[src/rtl/rfsh_pkg.sv]
package rfsh_pkg;
  localparam int MAX_POSTED_DEF = 8;

  function automatic int cnt_width(input int n);
    return (n <= 2) ? 1 : $clog2(n);
  endfunction
endpackage

[src/rtl/rfsh_interval_timer.sv]
module rfsh_interval_timer #(
  parameter int INTERVAL_CLKS = 975
) (
  input  logic clk_i,
  input  logic rst_ni,
  output logic tick_o
);
  localparam int CW = rfsh_pkg::cnt_width(INTERVAL_CLKS);
  localparam logic [CW-1:0] LAST = CW'(INTERVAL_CLKS - 1);

  logic [CW-1:0] cnt_q;

  always_ff @(posedge clk_i or negedge rst_ni) begin
    if (!rst_ni)           cnt_q <= '0;
    else if (cnt_q == LAST) cnt_q <= '0;
    else                   cnt_q <= cnt_q + CW'(1);
  end

  assign tick_o = (cnt_q == LAST);

  // the count never leaves the period
  p_cnt_range_r2: assert property (@(posedge clk_i) disable iff (!rst_ni)
    cnt_q <= LAST);
  p_tick_wrap_r2: assert property (@(posedge clk_i) disable iff (!rst_ni)
    tick_o |=> (cnt_q == '0));
endmodule

[src/rtl/rfsh_pending_ctr.sv]
module rfsh_pending_ctr #(
  parameter int MAX_POSTED = rfsh_pkg::MAX_POSTED_DEF,
  parameter int PEND_W     = $clog2(MAX_POSTED + 1)
) (
  input  logic              clk_i,
  input  logic              rst_ni,
  input  logic              tick_i,
  input  logic              take_i,
  output logic [PEND_W-1:0] pend_o,
  output logic              urgent_o,
  output logic              overflow_o
);
  localparam logic [PEND_W-1:0] FULL = PEND_W'(MAX_POSTED);

  logic [PEND_W-1:0] pend_q;
  logic              ovf_q;

  always_ff @(posedge clk_i or negedge rst_ni) begin
    if (!rst_ni) begin
      pend_q <= '0;
      ovf_q  <= 1'b0;
    end else begin
      unique case ({tick_i, take_i})
        2'b10: begin
          if (pend_q == FULL) ovf_q  <= 1'b1;
          else                pend_q <= pend_q + PEND_W'(1);
        end
        2'b01: if (pend_q != '0) pend_q <= pend_q - PEND_W'(1);
        default: ; // idle, or a tick and a grant that cancel
      endcase
    end
  end

  assign pend_o     = pend_q;
  assign urgent_o   = (pend_q == FULL);
  assign overflow_o = ovf_q;

  p_sat_r3: assert property (@(posedge clk_i) disable iff (!rst_ni)
    pend_q <= FULL);
  p_ovf_sticky_r4: assert property (@(posedge clk_i) disable iff (!rst_ni)
    ovf_q |=> ovf_q);
  p_take_dec_r6: assert property (@(posedge clk_i) disable iff (!rst_ni)
    (take_i && !tick_i) |=> (pend_q == $past(pend_q) - PEND_W'(1)));
  p_both_hold_r8: assert property (@(posedge clk_i) disable iff (!rst_ni)
    (take_i && tick_i) |=> $stable(pend_q));
endmodule

[src/rtl/rfsh_busy_timer.sv]
module rfsh_busy_timer #(
  parameter int TRFC_CLKS = 10
) (
  input  logic clk_i,
  input  logic rst_ni,
  input  logic start_i,
  output logic busy_o
);
  localparam int BW = $clog2(TRFC_CLKS + 1);
  localparam logic [BW-1:0] LOAD = BW'(TRFC_CLKS);

  logic [BW-1:0] cnt_q;

  always_ff @(posedge clk_i or negedge rst_ni) begin
    if (!rst_ni)            cnt_q <= '0;
    else if (start_i)       cnt_q <= LOAD;
    else if (cnt_q != '0)   cnt_q <= cnt_q - BW'(1);
  end

  assign busy_o = (cnt_q != '0);

  p_busy_load_r6: assert property (@(posedge clk_i) disable iff (!rst_ni)
    start_i |=> (cnt_q == LOAD));
  p_busy_count_r6: assert property (@(posedge clk_i) disable iff (!rst_ni)
    (!start_i && cnt_q != '0) |=> (cnt_q == $past(cnt_q) - BW'(1)));
endmodule

[src/rtl/refresh_scheduler.sv]
module refresh_scheduler #(
  parameter int INTERVAL_CLKS = 975,
  parameter int TRFC_CLKS     = 10,
  parameter int MAX_POSTED    = rfsh_pkg::MAX_POSTED_DEF,
  parameter int PEND_W        = $clog2(MAX_POSTED + 1)
) (
  input  logic              clk_i,
  input  logic              rst_ni,
  input  logic              grant_i,
  input  logic              banks_idle_i,
  output logic              req_o,
  output logic              urgent_o,
  output logic              busy_o,
  output logic              overflow_o,
  output logic [PEND_W-1:0] pending_o
);
  logic tick;
  logic take;

  rfsh_interval_timer #(.INTERVAL_CLKS(INTERVAL_CLKS)) u_timer (
    .clk_i  (clk_i),
    .rst_ni (rst_ni),
    .tick_o (tick)
  );

  rfsh_pending_ctr #(.MAX_POSTED(MAX_POSTED), .PEND_W(PEND_W)) u_pend (
    .clk_i      (clk_i),
    .rst_ni     (rst_ni),
    .tick_i     (tick),
    .take_i     (take),
    .pend_o     (pending_o),
    .urgent_o   (urgent_o),
    .overflow_o (overflow_o)
  );

  rfsh_busy_timer #(.TRFC_CLKS(TRFC_CLKS)) u_busy (
    .clk_i   (clk_i),
    .rst_ni  (rst_ni),
    .start_i (take),
    .busy_o  (busy_o)
  );

  assign req_o = (pending_o != '0) && !busy_o && banks_idle_i;
  assign take  = grant_i && req_o;

  p_busy_no_req_r5: assert property (@(posedge clk_i) disable iff (!rst_ni)
    busy_o |-> !req_o);
  p_ignored_grant_r7: assert property (@(posedge clk_i) disable iff (!rst_ni)
    (grant_i && !req_o && !busy_o) |=> !busy_o);
  p_urgent_nonzero_r3: assert property (@(posedge clk_i) disable iff (!rst_ni)
    urgent_o |-> (pending_o != '0));
endmodule

[config.mk]
export PLATFORM = sky130hd
export DESIGN_NAME = refresh_scheduler
export DESIGN_NICKNAME = d
export VERILOG_FILES = /design/src/rtl/rfsh_pkg.sv /design/src/rtl/rfsh_interval_timer.sv /design/src/rtl/rfsh_pending_ctr.sv /design/src/rtl/rfsh_busy_timer.sv /design/src/rtl/refresh_scheduler.sv
export SDC_FILE = /design/constraint.sdc
export NUM_CORES = 1
export LEC_CHECK = 0
export ABC_AREA = 1
export BUFFER_PORTS_ARGS = -buffer_cell sky130_fd_sc_hd__buf_2
export CAP_MARGIN = 20
export CORE_MARGIN = 2
export CORE_UTILIZATION = 60
export CTS_CLUSTER_DIAMETER = 120
export DETAILED_ROUTE_END_ITERATION = 6
export PLACE_DENSITY = 0.81
export SETUP_SLACK_MARGIN = 0.5
export SYNTH_ARGS = -nofsm -noshare
export SYNTH_HDL_FRONTEND = slang
export SYNTH_SLANG_ARGS = --single-unit
[constraint.sdc]
create_clock -name clk_i -period 4.1 [get_ports clk_i]
set_input_delay 0.82 -clock clk_i [delete_from_list [all_inputs] [get_ports clk_i]]
set_output_delay 0.82 -clock clk_i [all_outputs]
set_load 0.01 [all_outputs]
Yosys cells after proc, flatten, opt, wreduce, memory -nomap -nowiden
Cells that the tools add are included.

Add/subtract/negate cells: 4. Eq/ne operators: 6. Mux-type cells: 6. Reduce and logical (&&, ||, !) cells: 10.

Operators by type and width (count): 2-to-1 mux 4 bit (4); adder 10 x 1 -> 10 bit, second input constant (1); == test 10 bit, second input constant (1); 2-to-1 mux 10 bit (1); case mux 4 bit (2 select lines) (1); nonzero test 4 bit (2); subtractor 4 x 1 -> 4 bit, second input constant (2); adder 4 x 1 -> 4 bit, second input constant (1); == test 4 bit, second input constant (1); != test 2 bit, second input constant (2); nonzero test 2 bit (2); logical AND 1 bit (3); AND reduction 3 bit (1); == test 2 x 1 -> 1 bit, second input constant (1); == test 2 bit, second input constant (1); AND reduction 2 bit (1); zero test 1 bit (1).

Register bits: 19. Input bits: 4. Output and inout bits: 8. Word-level logic and storage cells: 30.

Longest topological paths before layout
Gate-level depths: netlist of the first run.

Depth in word-level cells: 8. Gate-level depth with buffers: 15. Gate-level depth less buffers: 15.

Modules after synthesis
From an unflattened synthesis of the first run, not the netlist that was laid out.

Cell total of the unflattened synthesis: 154. Area total of the unflattened synthesis: 1141.1 µm².

Modules (own cells, without submodules): rfsh_interval_timer (instances 1, cells an instance 67, area an instance 528.0 µm², sequential area each 250.2 µm²); rfsh_pending_ctr (instances 1, cells an instance 49, area an instance 342.8 µm², sequential area each 125.1 µm²); rfsh_busy_timer (instances 1, cells an instance 29, area an instance 231.5 µm², sequential area each 100.1 µm²); refresh_scheduler (instances 1, cells an instance 9, area an instance 38.8 µm², sequential area each 0.0 µm²).

Least setup slack after synthesis of the first run
No wires, ideal clock.

Path kind: input port to output port. Start: in banks_idle_i. End: out req_o. Arrival time: 1.117 ns. Data required time: 3.280 ns. Path slack: 2.163 ns. Stages: 2. Path buffers: 0. Cells stage by stage: nand3_2 -> nor2_8.

Cells in the longest elaborated chain, start to end: 1.

Ends and longest elaborated chain: start: declaration (line refresh_scheduler.sv:10) `input logic banks_idle_i,`; logical AND 1 bit (line refresh_scheduler.sv:43) `assign req_o = (pending_o != '0) && !busy_o && banks_idle_i;`; end: declaration (line refresh_scheduler.sv:11) `output logic req_o,`.

No other way between the ends.

Worst setup path after layout of the first run
Start: reg u_busy.cnt_q[0]. End: out busy_o.

Cells in the longest elaborated chain, start to end: 1.

Ends and longest elaborated chain: start: declaration (line rfsh_busy_timer.sv:12) `logic [BW-1:0] cnt_q;`; start signal: assignment (line rfsh_busy_timer.sv:17) `else if (cnt_q != '0) cnt_q <= cnt_q - BW'(1);`; nonzero test 4 bit (line rfsh_busy_timer.sv:20) `assign busy_o = (cnt_q != '0);`; end: declaration (line refresh_scheduler.sv:13) `output logic busy_o,`.

No other way between the ends.

==> metrics.md, run 1 <==
| Metric | Value |
|---|---|
| Status | finished clean |
| N_diodes | 0 |
| Clk_lat worst skew | roughly 300 ps |
| Detailed Route WL | ~2.0 mm |
| Die ar. | 0.00228 sq mm |
| Die height | 47.8 um |
| Final setup TNS | 0 ps |
| Worst Path Arrival | 1530 ps |
| Via/cell ratio | around 5.2 |
| CP max FO | 5 |
| PortBufs | 11 |
| Sequential Power Share | approximately 42% |
| Reg area | 475 sq um |
| Multi-input logic area | a little under 600 sq um |
| DP HPWL | 1.52 mm |
| Syn Area/Cell | 8.34 sq um |
| Distinct cells, synth | 30 |
| Vias in the first global route | about 800 |
| Area leader, netlist | dfrtp_1 |
| ANT nets after route | 0 |
| Combinational share of power | 42.4% |
| FP Rows | 15 |
| Dpl cells | between 150 and 200 |
| Hold buffers post-CTS | 0 |
| Final net count | roughly 160 |
| Area of placed instances | 0.00123 sq mm |
| Slew margin rel. | between 70 and 80% |
| DR iter-0 viols | 29 |
| Chip width | roughly 48 um |
| Total power | 624 uW |
| Synth top area share | between 40% and 50% |
| Clk pwr share | 15.4% |
| Post-CTS Setup Inserts | 0 |
| Most frequent cells in the layout | 27 x nand2_1, 19 x inv_1, 19 x dfrtp_1, 13 x nor2_1, 11 x buf_2 |
| Clock-pin slew on the worst setup and hold paths | ~110 ps |
| First-pass GRT wire length | 3.30 mm |
| Fill cell count | 157 |
| Final setup viols | 0 |
| Pre-antenna DRT Iters | 4 |
| Longest Clk Path Bufs | 2 |
| Leakage | 0.000667 uW |
| Max Cap Violations | 0 |
| Number of H-tree levels | 1 |
| Post-synthesis cell area | between 0.001 and 0.0015 sq mm |
| Fin. max-slew vios | 0 |
| Cell area power density | just under 500 mW/mm^2 |
| Required time of the critical path | roughly 3300 ps |
| Post-Syn Nets | between 100 and 150 |
| Number of synthesized register bits | 19 |
| # resized after CTS | 0 |
| Crit path kind | register to output pin |
| Largest net degree at the start of global routing | 20 |
| Core Util, Final | ~71% |
| Clock Sinks | 19 |
| Clock buffer count from CTS | 3 |
| Vias | between 900 and 1000 |
| Sequential area share after synthesis | approximately 41% |
| Clock Tree Root | clkbuf_4 |
| Sw Ratio | 41.3% |
| Area growth syn-to-layout | 9.13% |
| Max VDD drop | around 0.38 mV |
| Top Ports | 12 |
| Fin area | ~0.0013 sq mm |
| GRT overflow | 0 |
| Starting Density | between 60% and 70% |
| Fmax | 425 MHz |
| Yosys warnings | 0 |
| DRC Markers | 0 |
| Wire per inst | around 11 um |
| Final Cycle Share | between 50% and 60% |
| Commonest non-fill, non-tap cell in the layout | nand2_1 |
| Synth area leaders | dfrtp_1 41%, nand2_1 8.8%, inv_1 6.2%, ha_1 4.3%, nor2_1 4.2% |
| Hold Crit Class | input pin to asynchronous set/reset pin |
| Placeable Area | 0.00176 sq mm |
| CTS tree | yes |
| Share of layout cells above drive strength 1 | between 20% and 30% |
| Gr usage total | 21.2% |
| CP Launch Type | register |
| Routability congestion estimate | roughly 0.85 |
| Skew final | 3.63 ps |
| R2R depth | 14 |
| Worst setup EP type | output pin |
| Hold Vio Cnt, Final | 0 |
| Pint | approximately 370 uW |
| Initial antenna violation count | 0 |
| Mapped Cells | 138 |
| RSZ-0062 raised after global routing | no |
| Worst-Margin Slew | between 400 and 500 ps |
| Min cycle time layout | 2350 ps |
| Net Sw Power | about 260 uW |
| Post-route insts no fill | between 150 and 200 |
-- cells in the mapped netlist --
| master | instances |
|---|---|
| a211oi_1 | 1 |
| a21oi_1 | 3 |
| a31oi_1 | 1 |
| and3_1 | 1 |
| buf_4 | 1 |
| dfrtp_1 | 19 |
| ha_1 | 4 |
| inv_1 | 19 |
| inv_2 | 4 |
| nand2_1 | 27 |
| nand2_2 | 3 |
| nand2_4 | 2 |
| nand3_1 | 7 |
| nand3_2 | 3 |
| nand3_4 | 1 |
| nand3b_4 | 1 |
| nand4_1 | 6 |
| nor2_1 | 13 |
| nor2_2 | 3 |
| nor2_8 | 1 |
| nor3_1 | 3 |
| nor3_4 | 1 |
| o211ai_1 | 1 |
| o21ai_0 | 5 |
| o21ai_1 | 2 |
| o21bai_1 | 1 |
| o31ai_2 | 1 |
| or2_2 | 1 |
| xnor2_1 | 1 |
| xor2_1 | 2 |
-- path summary, 6_finish.rpt --
kind                                                    start                            end  slack (ps)
worst max register to register     u_timer.cnt_q[0]$_DFF_PN0_   u_pend.pend_o[2]$_DFFE_PN0P_        2160
min in group clk_i              u_pend.overflow_o$_DFFE_PN0P_  u_pend.overflow_o$_DFFE_PN0P_         480
worst min register to register  u_pend.overflow_o$_DFFE_PN0P_  u_pend.overflow_o$_DFFE_PN0P_         480
max in group asynchronous                              rst_ni     u_timer.cnt_q[9]$_DFF_PN0_        3370
worst min-delay path                                   rst_ni   u_pend.pend_o[0]$_DFFE_PN0P_         430
worst max-delay path              u_busy.cnt_q[0]$_DFFE_PN0P_                         busy_o        1750
-- cells by family (layout without fill, tap and decap cells) --
family | count (synthesis) | count (layout) | share of synthesized area [%]
buf+inv | 24 | 38 | 8.15
flops | 19 | 19 | 41.3
fa+ha+maj | 4 | 4 | 4.35
simple gates | 73 | 73 | 36.0
xor+xnor | 3 | 3 | 2.28
compound gates | 15 | 15 | 7.93
-- power groups by stage --
| stage | clock (uW) | sequential (uW) | combinational [uW] |
|---|---|---|---|
| finish | 96.3 | 263 | 264 |
| global route | 107 | 271 | 306 |
| CTS | 98.4 | 264 | 268 |
| detailed placement | 0 | 268 | 267 |
| global placement | 0 | 266 | 257 |
| floorplan | 0 | 271 | 194 |
-- final cells by class --
| type | instances | area share, % |
|---|---|---|
| repair buffers | 11 | 4.38 |
| flip-flops and latches | 19 | 37.8 |
| multi-input cells | 95 | 46.3 |
| inverters | 23 | 6.87 |
| clock buffers | 4 | 2.09 |
| well taps | 25 | 2.49 |
-- state kept, by name, indices dropped and copies added, names as in the netlist --
| signal | count |
|---|---|
| u_busy.cnt_q | 4 |
| u_pend.pend_o | 4 |
| u_pend.overflow_o | 1 |
| u_timer.cnt_q | 10 |
-- routing by layer --
| metal | vias to the layer above | wire (um) | track usage [%] | share of wire, % |
|---|---|---|---|---|
| met1 | 427 | 983 | 28.7 | 49 |
| met3 | 2 | 48 | 4.53 | 2.4 |
| li1 | 478 | - | - | - |
| met4 | 0 | 14 | 6.49 | 0.70 |
| met2 | 7 | 963 | 33.9 | 48 |
| met5 | - | 0 | 0 | 0 |
-- critical path, cell delays in order, from the launching register on --
cell	delay, ps
dfrtp_1	390
inv_1	90
ha_1	220
nand2_1	70
nor2_1	230
inv_1	90
buf_2	150
-- per-stage QoR --
stage	hold slack (ps)	setup WS [ps]
final	435	1750
after global routing	465	1590
after CTS	450	1740
after detailed placement	456	1900
after global placement	460	1920
after floorplan	475	2160
Power figures use the tool's default switching activity.
==> run 2: changes to the inputs <==
--- a/config.mk
+++ b/config.mk
@@ -9,10 +9,10 @@
 export BUFFER_PORTS_ARGS = -buffer_cell sky130_fd_sc_hd__buf_2
 export CAP_MARGIN = 20
 export CORE_MARGIN = 2
-export CORE_UTILIZATION = 60
+export CORE_UTILIZATION = 57
 export CTS_CLUSTER_DIAMETER = 120
 export DETAILED_ROUTE_END_ITERATION = 6
-export PLACE_DENSITY = 0.81
+export PLACE_DENSITY = 0.78
 export SETUP_SLACK_MARGIN = 0.5
 export SYNTH_ARGS = -nofsm -noshare
 export SYNTH_HDL_FRONTEND = slang
==> constraint.sdc (replaced) <==
create_clock -name clk_i -period 2.2 [get_ports clk_i]
set_input_delay 0.44 -clock clk_i [delete_from_list [all_inputs] [get_ports clk_i]]
set_output_delay 0.44 -clock clk_i [all_outputs]
set_load 0.01 [all_outputs]
==> metrics.md, run 2 (synthesis gave the netlist of run 1 again) <==
| Metric | Value |
|---|---|
| Status | finished clean (unchanged) |
| GRT overflow | 0 (unchanged) |
| Die ar. | 0.00240 sq mm (was 0.00228 sq mm) |
| Crit path kind | register to register (was register to output pin) |
| Worst Path Arrival | 1970 ps (was 1530 ps) |
| RSZ-0062 raised after global routing | yes (was no) |
| Slowest cell on crit path | dfrtp_1 (unchanged) |
| Fin. max-slew vios | 0 (unchanged) |
| PortBufs | 11 (unchanged) |
| Wire per inst | 14.4 um (was 11.4 um) |
| First-pass GRT wire length | 4.51 mm (was 3.30 mm) |
| Final setup viols | 0 (unchanged) |
| CP Launch Type | register (unchanged) |
| Clock buffer count from CTS | 3 (unchanged) |
| Gr usage total | 24.5% (was 21.2%) |
| Worst-Margin Slew | 428 ps (was 413 ps) |
| Top Ports | 12 (unchanged) |
| Hold Crit Class | input pin to asynchronous set/reset pin (unchanged) |
| Final Cycle Share | between 80% and 90% |
| Top delay family on crit path | simple AND/OR/NAND/NOR gates (was flip-flops) |
| Commonest non-fill, non-tap cell in the layout | nand2_1 (unchanged) |
| Skew final | 7.79 ps (was 3.63 ps) |
| Number of flip-flops in the largest register | 10 (unchanged) |
| Vias in the first global route | 1054 (was 783) |
| Vias | 1068 (was 914) |
| Slew margin rel. | 71.4% (was 72.4%) |
| DP HPWL | 1.68 mm (was 1.52 mm) |
| CTS tree | yes (unchanged) |
| Fmax | approximately 560 MHz |
| Hold Vio Cnt, Final | 0 (unchanged) |
| Min cycle time layout | 1780 ps |
| Core Util, Final | 76.0% (was 71.2%) |
| CP Cell Sequence | inv_2 > ha_4 > nand3_4 > nor2_8 > nand4_1 > nand2_1 > inv_2 > ha_4 > nor2_4 > nand2_1 > nand3_1 > nand2_1 (was inv_1 > ha_1 > nand2_1 > nor2_1 > inv_1 > buf_2) |
| Area growth syn-to-layout | 28.2% (was 9.13%) |
| Initial antenna violation count | 0 (unchanged) |
| Dpl cells | 175 (was 173) |
| Clock Sinks | 19 (unchanged) |
| FP Rows | 16 (was 15) |
| Share of layout cells above drive strength 1 | 40.5% (was 23.0%) |
| Worst Path Buf+Inv | 2 (was 3) |
| Post-route insts no fill | 195 (was 177) |
| Via/cell ratio | 5.48 (was 5.16) |
| Placeable Area | 0.00194 sq mm (was 0.00176 sq mm) |
| Hold buffers post-CTS | 0 (unchanged) |
| Chip width | 48.9 um (was 47.8 um) |
| Final net count | 177 (was 161) |
| Max VDD drop | 0.883 mV (was 0.377 mV) |
| Pre-antenna DRT Iters | 7 (was 4) |
| Longest Clk Path Bufs | 2 (unchanged) |
| Most frequent cells in the layout | 24 x nand2_1, 18 x dfrtp_1, 16 x buf_4, 14 x inv_1, 10 x buf_2 (was 27 x nand2_1, 19 x inv_1, 19 x dfrtp_1, 13 x nor2_1, 11 x buf_2) |
| DRC Markers | 0 (unchanged) |
| N_diodes | 0 (unchanged) |
| Starting Density | 59.3% (was 65.2%) |
| Number of H-tree levels | 1 (unchanged) |
| Leakage | 0.000742 uW (was 0.000667 uW) |
| ANT nets after route | 0 (unchanged) |
| Largest net degree at the start of global routing | 20 (unchanged) |
| Max Cap Violations | 0 (unchanged) |
| Required time of the critical path | 2390 ps (was 3280 ps) |
| CP max stage delay | 410 ps (was 390 ps) |
| Largest register by flop count | u_timer.cnt_q (unchanged) |
| Detailed Route WL | 2.81 mm (was 2.01 mm) |
| Clock Tree Root | clkbuf_4 (unchanged) |
| Routability congestion estimate | 0.959 (was 0.845) |
| Final setup TNS | 0 ps (unchanged) |
| DR iter-0 viols | 34 (was 29) |
| Most frequent cell on the critical path | nand2_1 (was inv_1) |
| Clock-pin slew on the worst setup and hold paths | 110 ps (about the same) |
| CP max FO | 4 (was 5) |
| Cell area power density | 1040 mW/mm^2 (was 497 mW/mm^2) |
| Die height | 48.9 um (was 47.8 um) |
| Worst setup EP type | register (was output pin) |
| Clk_lat worst skew | 290 ps (was 300 ps) |
-- run 2: worst register-to-register path, cell delays in order, from the launching register on --
cell and delay (ps):
dfrtp_1 410, inv_2 80, ha_4 170, nand3_4 100, nor2_8 140, nand4_1 160, nand2_1 120, inv_2 50
ha_4 170, nor2_4 80, nand2_1 50, nand3_1 90, nand2_1 70
-- run 2: power by group --
part	internal [uW]	switching (uW)	total [uW]	leakage, uW
Sequential	424	70.0	494	0.000234
Combinational	384	482	865	0.000493
Clock	70.5	104	175	0.0000150
-- run 2: final cells by class --
| type | instances | area [sq um] |
|---|---|---|
| multi-input cells | 95 | 671 |
| flip-flops and latches | 19 | 477 |
| fillers | 130 | 467 |
| repair buffers | 27 | 181 |
| inverters | 23 | 86.3 |
| well taps | 27 | 33.8 |
| clock buffers | 4 | 26.3 |
-- run 2: what timing repair did --
action / in CTS / in global routing
hold endpoints to repair: 0 / 0
pin swaps: 7 / 12
gates cloned: 0 / 0
endpoints found under the setup margin: 5 / 7
resized for setup: 15 / 10
setup buffers: 10 / 6
-- run 2: per-layer routing --
metal	global-route usage (%)	wire length (um)
met5	0	0
met4	8.57	80
met3	3.99	110
met2	44.5	1490
met1	29.0	1130
-- run 2: metrics by stage --
| stage | total power (uW) | hold slack, ps | worst slack (ps) | area, sq um |
|---|---|---|---|---|
| floorplan | 866 | 144 | 501 | 1160 |
| global placement | 981 | 398 | 445 | 1240 |
| detailed placement | 1020 | 402 | 290 | 1240 |
| CTS | 1390 | 80.9 | 436 | 1400 |
| global route | 1650 | 89.6 | 313 | 1480 |
| finish | 1530 | 65.8 | 423 | 1480 |
-- run 2: worst paths after layout --
path                                            endpoint  cells after the start  slack (ps)                          start
setup / recovery            u_pend.pend_o[2]$_DFFE_PN0P_                     12         420    u_busy.cnt_q[0]$_DFFE_PN0P_
hold / removal                u_timer.cnt_q[8]$_DFF_PN0_                      1          70                         rst_ni
setup reg to reg            u_pend.pend_o[2]$_DFFE_PN0P_                     12         420    u_busy.cnt_q[0]$_DFFE_PN0P_
hold reg to reg            u_pend.overflow_o$_DFFE_PN0P_                      1         490  u_pend.overflow_o$_DFFE_PN0P_
max in group asynchronous   u_pend.pend_o[2]$_DFFE_PN0P_                      1        1820                         rst_ni
min in group clk_i         u_pend.overflow_o$_DFFE_PN0P_                      1         490  u_pend.overflow_o$_DFFE_PN0P_
